**config.mk**
```make
export PLATFORM = sky130hd
export DESIGN_NAME = drvctl_spi_cmd
export DESIGN_NICKNAME = d
export VERILOG_FILES = /design/src/rtl/drvctl_pkg.sv /design/src/rtl/drvctl_sync.sv /design/src/rtl/drvctl_edge.sv /design/src/rtl/drvctl_shift.sv /design/src/rtl/drvctl_cmd_reg.sv /design/src/rtl/drvctl_spi_cmd.sv
export SDC_FILE = /design/constraint.sdc
export NUM_CORES = 1
export LEC_CHECK = 0
export BUFFER_PORTS_ARGS = -buffer_cell sky130_fd_sc_hd__buf_2
export CAP_MARGIN = 10
export CORE_UTILIZATION = 51
export CTS_CLUSTER_SIZE = 24
export DETAILED_ROUTE_END_ITERATION = 10
export HOLD_SLACK_MARGIN = 0.02
export PLACE_DENSITY = 0.8
export SETUP_SLACK_MARGIN = 0.02
export SYNTH_ARGS = -nofsm -noshare
export SYNTH_HDL_FRONTEND = slang
export SYNTH_SLANG_ARGS = --single-unit
```
**constraint.sdc**
```tcl
create_clock -name clk -period 1.41 [get_ports clk]
set_clock_uncertainty 0.1 [all_clocks]
set_input_delay 0.282 -clock clk [delete_from_list [all_inputs] [get_ports clk]]
set_output_delay 0.282 -clock clk [all_outputs]
set_load 0.02 [all_outputs]
```
**src/rtl/drvctl_pkg.sv**
```systemverilog
package drvctl_pkg;

  // Edge events derived in the system clock domain
  typedef struct packed {
    logic cs_fall;
    logic cs_rise;
    logic sclk_rise;
    logic sclk_fall;
  } spi_evt_t;

  localparam int unsigned SYNC_DEPTH_DEF = 2;

endpackage

```
**src/rtl/drvctl_sync.sv**
```systemverilog
module drvctl_sync #(
  parameter int unsigned WIDTH  = 1,
  parameter int unsigned STAGES = 2,
  parameter logic [WIDTH-1:0] RST_VAL = '0
) (
  input  logic             clk,
  input  logic             rst_n,
  input  logic [WIDTH-1:0] d_i,
  output logic [WIDTH-1:0] q_o
);

  logic [WIDTH-1:0] stage_q [STAGES];

  for (genvar s = 0; s < STAGES; s++) begin : g_stage
    logic [WIDTH-1:0] stage_d;
    if (s == 0) begin : g_first
      assign stage_d = d_i;
    end else begin : g_next
      assign stage_d = stage_q[s-1];
    end
    always_ff @(posedge clk or negedge rst_n) begin
      if (!rst_n) stage_q[s] <= RST_VAL;
      else        stage_q[s] <= stage_d;
    end
  end

  assign q_o = stage_q[STAGES-1];

endmodule

```
**src/rtl/drvctl_edge.sv**
```systemverilog
module drvctl_edge
  import drvctl_pkg::*;
(
  input  logic     clk,
  input  logic     rst_n,
  input  logic     cs_n_s,
  input  logic     sclk_s,
  output spi_evt_t evt_o
);

  logic cs_prev_q, sclk_prev_q;

  always_ff @(posedge clk or negedge rst_n) begin
    if (!rst_n) begin
      cs_prev_q   <= 1'b1;
      sclk_prev_q <= 1'b0;
    end else begin
      cs_prev_q   <= cs_n_s;
      sclk_prev_q <= sclk_s;
    end
  end

  always_comb begin
    evt_o.cs_fall   = cs_prev_q & ~cs_n_s;
    evt_o.cs_rise   = ~cs_prev_q & cs_n_s;
    // serial clock edges only count while selected
    evt_o.sclk_rise = ~cs_n_s & sclk_s & ~sclk_prev_q;
    evt_o.sclk_fall = ~cs_n_s & ~sclk_s & sclk_prev_q;
  end

endmodule

```
**src/rtl/drvctl_shift.sv**
```systemverilog
module drvctl_shift
  import drvctl_pkg::*;
#(
  parameter int unsigned WORD_W  = 16,
  parameter int unsigned NUM_DRV = 8
) (
  input  logic               clk,
  input  logic               rst_n,
  input  logic               en_i,
  input  spi_evt_t           evt_i,
  input  logic               si_s,
  input  logic [NUM_DRV-1:0] fault_i,
  output logic               so_o,
  output logic               so_oe_o,
  output logic               commit_o,
  output logic [NUM_DRV-1:0] cmd_o
);

  localparam int unsigned CNT_W   = $clog2(WORD_W + 2);
  localparam logic [CNT_W-1:0] CNT_FULL = CNT_W'(WORD_W);
  localparam logic [CNT_W-1:0] CNT_SAT  = CNT_W'(WORD_W + 1);

  logic [WORD_W-1:0] sr_q, sr_d;
  logic              smp_q, smp_d;
  logic [CNT_W-1:0]  cnt_q, cnt_d;
  logic              act_q, act_d;
  logic [WORD_W-1:0] status_w;

  // status word: fault flags in the low bits, zero padding above
  for (genvar b = 0; b < WORD_W; b++) begin : g_status
    if (b < NUM_DRV) begin : g_flag
      assign status_w[b] = fault_i[b];
    end else begin : g_pad
      assign status_w[b] = 1'b0;
    end
  end

  always_comb begin
    sr_d  = sr_q;
    smp_d = smp_q;
    cnt_d = cnt_q;
    act_d = act_q;
    if (!en_i) begin
      act_d = 1'b0;
    end else if (evt_i.cs_fall) begin
      act_d = 1'b1;
      sr_d  = status_w;
      cnt_d = '0;
    end else if (act_q) begin
      if (evt_i.cs_rise) begin
        act_d = 1'b0;
      end else begin
        if (evt_i.sclk_rise) begin
          smp_d = si_s;
          if (cnt_q != CNT_SAT) cnt_d = cnt_q + 1'b1;
        end
        if (evt_i.sclk_fall) begin
          sr_d = {sr_q[WORD_W-2:0], smp_q};
        end
      end
    end
  end

  always_ff @(posedge clk or negedge rst_n) begin
    if (!rst_n) begin
      sr_q  <= '0;
      smp_q <= 1'b0;
      cnt_q <= '0;
      act_q <= 1'b0;
    end else begin
      sr_q  <= sr_d;
      smp_q <= smp_d;
      cnt_q <= cnt_d;
      act_q <= act_d;
    end
  end

  assign so_o     = sr_q[WORD_W-1] & act_q;
  assign so_oe_o  = act_q;
  assign commit_o = act_q & en_i & evt_i.cs_rise & (cnt_q == CNT_FULL);
  assign cmd_o    = sr_q[NUM_DRV-1:0];

endmodule

```
**src/rtl/drvctl_cmd_reg.sv**
```systemverilog
module drvctl_cmd_reg #(
  parameter int unsigned NUM_DRV = 8
) (
  input  logic               clk,
  input  logic               rst_n,
  input  logic               en_i,
  input  logic               commit_i,
  input  logic [NUM_DRV-1:0] cmd_i,
  output logic [NUM_DRV-1:0] drv_en_o
);

  logic [NUM_DRV-1:0] en_q, en_d;
  logic               load;

  always_comb begin
    load = 1'b0;
    en_d = en_q;
    if (!en_i) begin
      load = 1'b1;
      en_d = '0;
    end else if (commit_i) begin
      load = 1'b1;
      en_d = cmd_i;
    end
  end

  always_ff @(posedge clk or negedge rst_n) begin
    if (!rst_n)    en_q <= '0;
    else if (load) en_q <= en_d;
  end

  assign drv_en_o = en_q;

endmodule

```
**src/rtl/drvctl_spi_cmd.sv**
```systemverilog
module drvctl_spi_cmd
  import drvctl_pkg::*;
#(
  parameter int unsigned WORD_W     = 16,
  parameter int unsigned NUM_DRV    = 8,
  parameter int unsigned SYNC_DEPTH = SYNC_DEPTH_DEF
) (
  input  logic               clk,
  input  logic               rst_n,
  input  logic               en_i,
  input  logic               sclk_i,
  input  logic               csn_i,
  input  logic               si_i,
  output logic               so_o,
  output logic               so_oe_o,
  input  logic [NUM_DRV-1:0] fault_i,
  output logic [NUM_DRV-1:0] drv_en_o
);

  localparam int unsigned N_SYNC = 3;

  logic              rst_meta_q, rst_int_n;
  logic [N_SYNC-1:0] raw_in, syn_out;
  spi_evt_t          evt;
  logic              commit;
  logic [NUM_DRV-1:0] cmd;

  // asynchronous assert, synchronous release
  always_ff @(posedge clk or negedge rst_n) begin
    if (!rst_n) begin
      rst_meta_q <= 1'b0;
      rst_int_n  <= 1'b0;
    end else begin
      rst_meta_q <= 1'b1;
      rst_int_n  <= rst_meta_q;
    end
  end

  assign raw_in = {csn_i, sclk_i, si_i};

  drvctl_sync #(
    .WIDTH  (N_SYNC),
    .STAGES (SYNC_DEPTH),
    .RST_VAL(3'b100)
  ) sync_i (
    .clk  (clk),
    .rst_n(rst_int_n),
    .d_i  (raw_in),
    .q_o  (syn_out)
  );

  drvctl_edge edge_i (
    .clk   (clk),
    .rst_n (rst_int_n),
    .cs_n_s(syn_out[2]),
    .sclk_s(syn_out[1]),
    .evt_o (evt)
  );

  drvctl_shift #(
    .WORD_W (WORD_W),
    .NUM_DRV(NUM_DRV)
  ) shift_i (
    .clk     (clk),
    .rst_n   (rst_int_n),
    .en_i    (en_i),
    .evt_i   (evt),
    .si_s    (syn_out[0]),
    .fault_i (fault_i),
    .so_o    (so_o),
    .so_oe_o (so_oe_o),
    .commit_o(commit),
    .cmd_o   (cmd)
  );

  drvctl_cmd_reg #(
    .NUM_DRV(NUM_DRV)
  ) cmd_i (
    .clk     (clk),
    .rst_n   (rst_int_n),
    .en_i    (en_i),
    .commit_i(commit),
    .cmd_i   (cmd),
    .drv_en_o(drv_en_o)
  );

endmodule

```
==> impl_metrics.tcl, run 1 <==
set metrics [dict create \
    outcome "complete, but fails checks" \
    violated_checks "setup timing" \
    grt_max_degree 33 \
    core_um2 3690 \
    drt-initial-drc-count 152 \
    synth_largest_type_area_fraction_pct 48.2 \
    route.final.wire_length_um 5080 \
    grt_use_total_pct 23.7 \
    num_vias 1505 \
    place_congestion 0.863 \
    antenna_found_initial 0 \
    post_drt_wl_per_cell_um 19.2 \
    synth.lib_cells_used.distinct 36 \
    vias_in_the_first_global_route 1506 \
    rr_worst_depth 6 \
    vias_per_cell 5.68 \
    yosys_warnings 0 \
    layout-drive-gt1-share_pct 61.3 \
    die_y_um 64.2 \
    post-dp-hpwl_um 2760 \
    grt.overflow.total 0 \
    finalNonFillerCells 265 \
    post-route-drc-count 0 \
    setup_viol 33 \
    ir_worst_vdd_v 0.000989 \
    post_synthesis_sequential_area_ratio_pct 52.2 \
    start_kind "flop" \
    timing.final.max_slew_violations 0 \
    fin_util_pct 76.1 \
    postLayoutSetupSlackWorst_ns -0.389 \
    timing.critical_path.arrival_ns 1.88 \
    power_density_nw_per_um2 1100 \
    fp.dieArea_um2 4120 \
    firstDrtPassIters 4 \
    width_of_the_die_um 64.2 \
    synth_area_um2 1970 \
    synthFlopType "dfrtp_1" \
    nNetsFinal 236 \
    clock-sinks 41 \
    report.final.hold_viol_count 0 \
    number_of_synthesized_flops_with_an_enable_pin 0 \
    clk_latency_ns 0.29 \
    total_placed_cells_including_tap_cells 240 \
    clockBufferDepth 2 \
    hp-class "flop to asynchronous set/reset pin" \
    netlist_instances 156 \
    endpoint_kind "flop" \
    setup.worst_path.class "flop to flop" \
    clkTransAtPathRegs_ns 0.07 \
    max_freq_mhz 556 \
    critical_path.max_fanout 8 \
    max_cap_viol_count 0 \
    cts_tree "yes" \
    routed-wl-met2_um 2680 \
    power.static_leakage_uw 0.00129 \
    unrepaired_setup_endpoints_after_global_routing "true" \
    synth-seq-cells 41 \
    postSynth.asyncResetShare_pct 100 \
    p_total_uw 3090 \
    diodes 0 \
    clk_root_buffer_cell "clkbuf_8" \
    synth_top_cells_by_area "dfrtp_1, mux2_2, mux2_4" \
    area_delta_synth_final_pct 42.2 \
    met3_length_um 199 \
    ctsHtreeMaxLevel 2 \
    initial_utilization_pct 53.5 \
    synthMostInstantiatedCell "dfrtp_1" \
    syn-mean-instance-area_um2 12.7 \
    ioPinCount 24 \
    fin_crit_ns 1.80 \
    synth_area_leader_cell "dfrtp_1" \
    port_buffers 23 \
    ys_top_cells_by_count "dfrtp_1, mux2_2, nand3_1, mux2_4, a21boi_0" \
    std_cell_rows 22 \
    met1_length_um 1980 \
    r2r_slack_ns -0.39 \
    wire_length_of_the_first_global_routing_pass_um 7130 \
    synthesis.nets 176 \
    numCtsBuffers 5 \
    worst_ep_required_time_ns 1.49 \
    layout_worst_path_cycle_share_pct 128 \
    routed.top_layer "met4" \
    ant_nets 0 \
    preCtsSetupSlack_ns -0.358 \
]
-- cell type report --
cell class                 instances  area (um^2)
clock inverter                     1         5.00
sequential                        41         1030
timing repair buffer              62          503
clock buffer                       7         76.3
inverter                           6         22.5
fill                             228          881
tap                               48         60.1
multi-input combinational        100         1110
-- registers in the layout, summed over array words and instances (netlist names) --
name / count
shift_i.smp_q: 1
rst_meta_q: 1
edge_i.cs_prev_q: 1
shift_i.cnt_q: 5
shift_i.so_oe_o: 1
cmd_i.drv_en_o: 8
sync_i.g_stage.stage_d: 3
rst_int_n: 1
edge_i.sclk_prev_q: 1
shift_i.sr_q: 16
sync_i.q_o: 3
-- routing by layer --
layer  track usage, %  vias up
met5                0        -
met4             10.8        0
met3             6.61       26
met2             41.5       55
met1             26.8      751
li1                 -      673
-- layout by cell type, fill, tap and decap left out, drive strengths merged --
master,Yosys,layout
nor4b,1,1
nor2b,8,8
nand4,2,2
dfrtp,38,38
nor3b,1,1
or2b,1,1
and2,3,3
o311ai,1,1
a41oi,1,1
clkbuf,2,8
nand4bb,3,3
a21boi,9,9
nor3,1,1
a21oi,3,3
buf,7,57
a211o,1,1
o21ai,8,8
and4,1,1
ha,6,6
a2bb2oi,1,1
nand2,3,3
and3,1,1
conb,1,1
clkinv,0,1
a221o,2,2
nand3,11,11
dlygate4sd3,0,4
mux2,25,25
nor4bb,1,1
and4bb,1,1
nand2b,3,3
dfstp,3,3
or2,1,1
inv,6,6
-- what timing repair did --
action                                  CTS  global route
pin swaps                                20            19
buffers inserted                          7             9
gates resized for setup                  48            31
hold buffers                              4             0
hold endpoints to repair                  5             0
endpoints found under the setup margin   33            33
gates cloned                              0             1
-- per-stage QoR --
stage | hold slack, ns | setup TNS [ns] | cell area, um^2
after floorplan | -0.114 | -8.11 | 2030
after global placement | -0.0334 | -6.95 | 2310
after detailed placement | -0.0300 | -8.55 | 2310
after CTS | 0.0559 | -8.16 | 2650
after global routing | 0.0665 | -10.50 | 2810
final | 0.0404 | -8.94 | 2810
-- worst paths after layout --
check / startpoint / endpoint
max: edge_i.cs_prev_q / shift_i.sr_q[11]
min: rst_int_n / sync_i.g_stage[1].stage_d[1]
max reg2reg: edge_i.cs_prev_q / shift_i.sr_q[11]
min reg2reg: rst_int_n / sync_i.g_stage[1].stage_d[1]
max in group asynchronous: rst_int_n / shift_i.cnt_q[1]
min in group clk: fault_i[4] / shift_i.sr_q[4]
-- worst max-delay path, cell delays in order (launching register included) --
cell	delay, ns
dfstp_2	0.54
inv_2	0.06
ha_4	0.15
nand2b_4	0.14
a21oi_4	0.19
clkbuf_16	0.21
mux2_4	0.30
-- kinds of logic (layout without fill, tap and decap cells) --
kind of cell,after synthesis,after routing,share of synthesized area (%)
compound gates,26,26,9.57
other cells,1,1,0.190
fa+ha+maj,6,6,3.80
buf+inv,15,76,4.06
mux,25,25,16.2
simple gates,42,42,14.1
flops,41,41,52.2
-- where the power goes --
group	total (uW)	internal, uW	leakage [uW]	switching [uW]
logic	811	505	0.000731	306
registers	1550	1360	0.000515	190
clock network	736	347	0.0000422	389
total	3090	2210	0.00129	885
No activity file was read; power rests on OpenSTA's default activity.
==> run 2, diff against run 1 <==
SKIP_CTS_REPAIR_TIMING = 1   (was not set)
==> run 2 against run 1 <==
The flow still finishes with violations (setup timing). Clock-buffer cell count did not move. Setup slack improved by 0.0088 ns. Largest cell class unchanged. Critical path depth did not move. Routed wire length is 11% lower. Sequential power hardly changed. Total power is 3.2% lower. Utilization is 2.4 points lower.
==> impl_metrics.tcl, run 2 (synthesized netlist as in run 1, its figures left out) <==
set metrics [dict create \
    sequential_cell_area_in_the_final_layout_um2 1030 \
    rr_worst_depth 6 \
    width_of_the_die_um 64.2 \
    route.final.wire_length_um 4500 \
    slowest_delay_ns 0.54 \
    layout-drive-gt1-share_pct 59.2 \
    fin_crit_ns 1.79 \
    post-dp-hpwl_um 2760 \
    postLayoutSetupSlackWorst_ns -0.381 \
    filler_cell_count 259 \
    fp.dieArea_um2 4120 \
    max_cap_viol_count 0 \
    grt_use_total_pct 20.3 \
    ir_worst_vdd_v 0.000889 \
    cts_tree "yes" \
    setup_viol 32 \
    port_buffers 23 \
    drt-initial-drc-count 102 \
    timing.critical_path.to "shift_i.sr_q[7]" \
    wire_length_of_the_first_global_routing_pass_um 6210 \
    fin_util_pct 73.7 \
    largest_reg_flops 16 \
    firstDrtPassIters 4 \
    r2r_slack_ns -0.38 \
    worst-path-buf-inv 3 \
    worst_ep_required_time_ns 1.49 \
    antenna_found_initial 0 \
    crit_path_cell_trace "buf_4 > ha_4 > inv_1 > a21oi_4 > buf_12 > mux2_2" \
    critPathTopFamily "flip-flops" \
    violated_checks "setup timing" \
    mostFrequentLayoutCells "dfrtp_1, buf_2, buf_4" \
    crit-reg2reg-capture "shift_i.sr_q[7]" \
    vias_in_the_first_global_route 1315 \
    outcome "complete, but fails checks" \
    unrepaired_setup_endpoints_after_global_routing "true" \
    start_kind "flop" \
    clockBufferDepth 2 \
    critical_path.reg2reg.startpoint "edge_i.cs_prev_q" \
    ctsHtreeMaxLevel 2 \
    ioPinCount 24 \
    diodes 0 \
    timing.setup.tns_ns -8.21 \
    std_cell_rows 22 \
    post_drt_wl_per_cell_um 17.2 \
    initial_utilization_pct 53.5 \
    hp-class "flop to asynchronous set/reset pin" \
    vias_per_cell 5.47 \
    finalNonFillerCells 261 \
    clkTransAtPathRegs_ns 0.07 \
    layout.cells.most_common "dfrtp_1" \
    report.final.hold_viol_count 0 \
    post-route-drc-count 0 \
    worst_setup_path_startpoint "edge_i.cs_prev_q" \
    timing.final.max_slew_violations 0 \
    grt.overflow.total 0 \
    numCtsBuffers 5 \
    ant_nets 0 \
    setup.worst_path.class "flop to flop" \
    critical_path.max_fanout 16 \
    clk_latency_ns 0.29 \
    clk_root_buffer_cell "clkbuf_8" \
    nNetsFinal 232 \
    max_freq_mhz 558 \
    timing.critical_path.arrival_ns 1.87 \
    cp_num_cells 6 \
    area_delta_synth_final_pct 37.6 \
    place_congestion 0.863 \
    multi_input_comb_area_um2 1060 \
    slowest_stage "dfstp_2" \
    power.static_leakage_uw 0.00125 \
    largest-register "shift_i.sr_q" \
    die_y_um 64.2 \
    num_vias 1427 \
    core_um2 3690 \
    endpoint_kind "flop" \
    power_density_nw_per_um2 1100 \
    layout_worst_path_cycle_share_pct 127 \
    total_placed_cells_including_tap_cells 240 \
    grt_max_degree 33 \
    clock-sinks 41 \
]
[run 2: layout make-up]
cell class | count | share of cell area [%]
Multi-Input combinational cell | 100 | 39.2
Sequential cell | 41 | 37.9
Tap cell | 48 | 2.21
Timing Repair Buffer | 58 | 16.9
Inverter | 6 | 0.829
Clock inverter | 1 | 0.184
Clock buffer | 7 | 2.81
[run 2: report_power, final]
| part | internal, uW | switching, uW | total (uW) |
|---|---|---|---|
| logic | 461 | 277 | 738 |
| clock network | 347 | 380 | 727 |
| registers | 1360 | 174 | 1530 |
| total | 2160 | 831 | 3000 |
[run 2: how the worst min path moves through the flow]
stage / endpoint / slack, ns / cells past startpoint
finish: sync_i.g_stage[1].stage_d[1] / 0.04 / 0
global route: sync_i.g_stage[1].stage_d[1] / 0.07 / 0
CTS: rst_int_n / -0.34 / 1
detailed placement: rst_meta_q / -0.03 / 1
global placement: rst_meta_q / -0.03 / 1
floorplan: rst_int_n / -0.11 / 0
[run 2: per-layer routing]
metal  vias up  routed length [um]  track usage, %  part of all wire, %
li1        667                   -               -                    -
met1       710                1890            25.8                   42
met2        39                2380            32.4                   53
met3        11                 133            6.25                  3.0
met4         0                  99            8.06                  2.2
met5         -                   0               0                    0
[run 2: metrics by stage]
step	worst slack (ns)	power, uW	hold WS (ns)	area [um^2]
after detailed placement	-0.358	2130	-0.0300	2310
final	-0.381	3000	0.0407	2720
after CTS	-0.363	2860	-0.345	2390
after floorplan	-0.451	1910	-0.114	2030
after global routing	-0.412	3140	0.0671	2720
after global placement	-0.300	2070	-0.0334	2310
==> run 3, diff against run 2 <==
ABC_AREA = 1   (was not set)
CORE_MARGIN = 4   (was not set)
RECOVER_POWER = 50   (was not set)
==> run 3 against run 2 <==
The flow still finishes with violations (setup timing). Setup slack improved by 0.22 ns. Maximum frequency is 14% higher. Clock-buffer cell count unchanged. Combinational power is 43% lower. Utilization down 5.8 points. Final area decreased by 7.9%. Largest power group unchanged.
==> impl_metrics.tcl, run 3 <==
set metrics [dict create \
    unrepaired_setup_endpoints_after_global_routing "true" \
    grt.overflow.total 0 \
    clock-sinks 41 \
    nNetsFinal 257 \
    largest-register "shift_i.sr_q" \
    std_cell_rows 22 \
    synthFlopType "dfrtp_1" \
    critical_path.max_fanout 5 \
    largest_reg_flops 16 \
    timing.final.max_slew_violations 0 \
    width_of_the_die_um 70.0 \
    synth_top_cells_by_area "dfrtp_1, nand2_1, o21ai_2" \
    port_buffers 23 \
    power.static_leakage_uw 0.00124 \
    synth-seq-cells 41 \
    ant_nets 0 \
    hp-class "input pin to flop" \
    placement.cell_area_um2 2260 \
    clkTransAtPathRegs_ns 0.08 \
    start_kind "flop" \
    ys_top_cells_by_count "nand2_1, dfrtp_1, o21ai_2, nand4_1, nand2_2" \
    tightestPinTransition_ns 0.801 \
    post-route-drc-count 0 \
    dominant_combinational_cell_family_by_area_after_synthesis "simple AND/OR/NAND/NOR gates" \
    synth_area_um2 1960 \
    route.final.wire_length_um 3730 \
    vias_in_the_first_global_route 1380 \
    layout-drive-gt1-share_pct 45.8 \
    clk_root_buffer_cell "clkbuf_8" \
    area_delta_synth_final_pct 27.8 \
    vias_per_cell 5.12 \
    fin_crit_ns 1.57 \
    wire_length_of_the_first_global_routing_pass_um 6260 \
    drt-initial-drc-count 87 \
    yosys_warnings 0 \
    worst_ep_required_time_ns 1.54 \
    clk_latency_ns 0.29 \
    post_synthesis_sequential_area_ratio_pct 52.6 \
    synth_compound_gate_area_share_pct 8.94 \
    setup_viol 30 \
    die_y_um 70.0 \
    synth_largest_type_area_fraction_pct 48.5 \
    ioPinCount 24 \
    number_of_synthesized_flops_with_an_enable_pin 0 \
    place_congestion 0.873 \
    synth.lib_cells_used.distinct 26 \
    layout.cells.most_common "nand2_1" \
    synth-adder-area-share_pct 3.83 \
    filler_cell_count 296 \
    yosys.area_share.simple_pct 24.1 \
    slew_headroom_pct 46.6 \
    firstDrtPassIters 4 \
    syn-mean-instance-area_um2 10.2 \
    share_of_the_synthesized_netlist_area_taken_by_xor_and_xnor_gates_pct 0.447 \
    layout_worst_path_cycle_share_pct 111 \
    postSynth.asyncResetShare_pct 100 \
    mostFrequentLayoutCells "nand2_1, dfrtp_1, buf_2" \
    setup.worst_path.class "flop to flop" \
    violated_checks "setup timing" \
    diodes 0 \
    grt_max_degree 25 \
    grt_use_total_pct 16.1 \
    netlist_instances 192 \
    num_vias 1463 \
    post_drt_wl_per_cell_um 13.0 \
    synth.mux.area_fraction_pct 4.09 \
    initial_utilization_pct 53.1 \
    power_density_nw_per_um2 1110 \
    p_total_uw 2780 \
    summed_area_of_non_filler_cells_in_the_final_layout_um2 2500 \
    clockBufferDepth 2 \
    preCtsSetupSlack_ns -0.151 \
    ir_worst_vdd_v 0.000887 \
    antenna_found_initial 0 \
    post-dp-hpwl_um 2700 \
    synth_area_leader_cell "dfrtp_1" \
    r2r_slack_ns -0.16 \
    ctsHtreeMaxLevel 2 \
    endpoint_kind "flop" \
    finalNonFillerCells 286 \
    max_freq_mhz 638 \
    timing.critical_path.arrival_ns 1.70 \
    cts_tree "yes" \
    max_cap_viol_count 0 \
    outcome "complete, but fails checks" \
    report.final.hold_viol_count 0 \
    fp.dieArea_um2 4900 \
    numCtsBuffers 5 \
    synthMostInstantiatedCell "nand2_1" \
    synthesis.nets 212 \
    postLayoutSetupSlackWorst_ns -0.158 \
    core_um2 3690 \
    total_placed_cells_including_tap_cells 272 \
]
==> run 3: cell count changes after synthesis, sizes merged, moves of 8 or more <==
cell and delta:
nand2 +59, nand4 +14, mux2 -25, o21ai +11, mux2i +8, nor2b -8
a21boi -9
==> run 3: cell families after synthesis <==
kind of cell,Yosys count
multiplexers,8
flip-flops,41
AND/OR/NAND/NOR,94
adder cells (fa/ha/maj),6
AO/OA/AOI/OAI,20
XOR/XNOR,1
other,1
buffers and inverters,21
==> run 3: path summary, 6_finish.rpt <==
| kind | start | end | cells past startpoint |
|---|---|---|---|
| worst max-delay path | edge_i.cs_prev_q | shift_i.cnt_q[0] | 7 |
| worst min-delay path | fault_i[0] | shift_i.sr_q[0] | 3 |
| worst max register to register | edge_i.cs_prev_q | shift_i.cnt_q[0] | 7 |
| worst min register to register | rst_int_n | shift_i.sr_q[14] | 1 |
| max in group asynchronous | rst_int_n | sync_i.q_o[0] | 1 |
| min in group asynchronous | rst_n | rst_meta_q | 2 |
==> run 3: per-layer routing <==
layer	GRT usage (%)	wire length (um)	vias to the layer above
met3	4.46	137	5
met5	0	0	-
met2	26.8	1840	22
met1	19.7	1690	711
met4	6.38	59	0
li1	-	-	725
==> run 3: through the flow <==
stage	TNS, ns	utilization, %	hold slack [ns]
floorplan	-3.36	-	-0.114
global placement	-2.28	61.2	-0.0330
detailed placement	-3.51	61.2	-0.0303
CTS	-3.82	64.3	-0.347
global route	-5.63	67.9	0.192
finish	-3.60	67.9	0.193
==> run 3: report_power, final <==
group	leakage, uW	internal, uW	switching, uW	total, uW
registers	0.000538	1290	106	1390
logic	0.000645	196	221	417
clock network	0.0000585	577	395	972
total	0.00124	2060	721	2780
==> run 3: area by class of cell <==
class	count	area [um^2]	share of cell area, %
Sequential cell	41	1030	41.1
Multi-Input combinational cell	130	917	36.6
Timing Repair Buffer	46	327	13.0
Clock buffer	7	86.3	3.45
Tap cell	48	60.1	2.40
Inverter	13	53.8	2.15
Clock inverter	1	30.0	1.20
==> run 3: critical path, stage by stage, from the launching register on <==
cell,delay (ns)
dfstp_2,0.56
inv_1,0.07
ha_2,0.18
a21oi_4,0.15
buf_4,0.15
buf_6,0.11
nand4_1,0.10
nand2_1,0.09
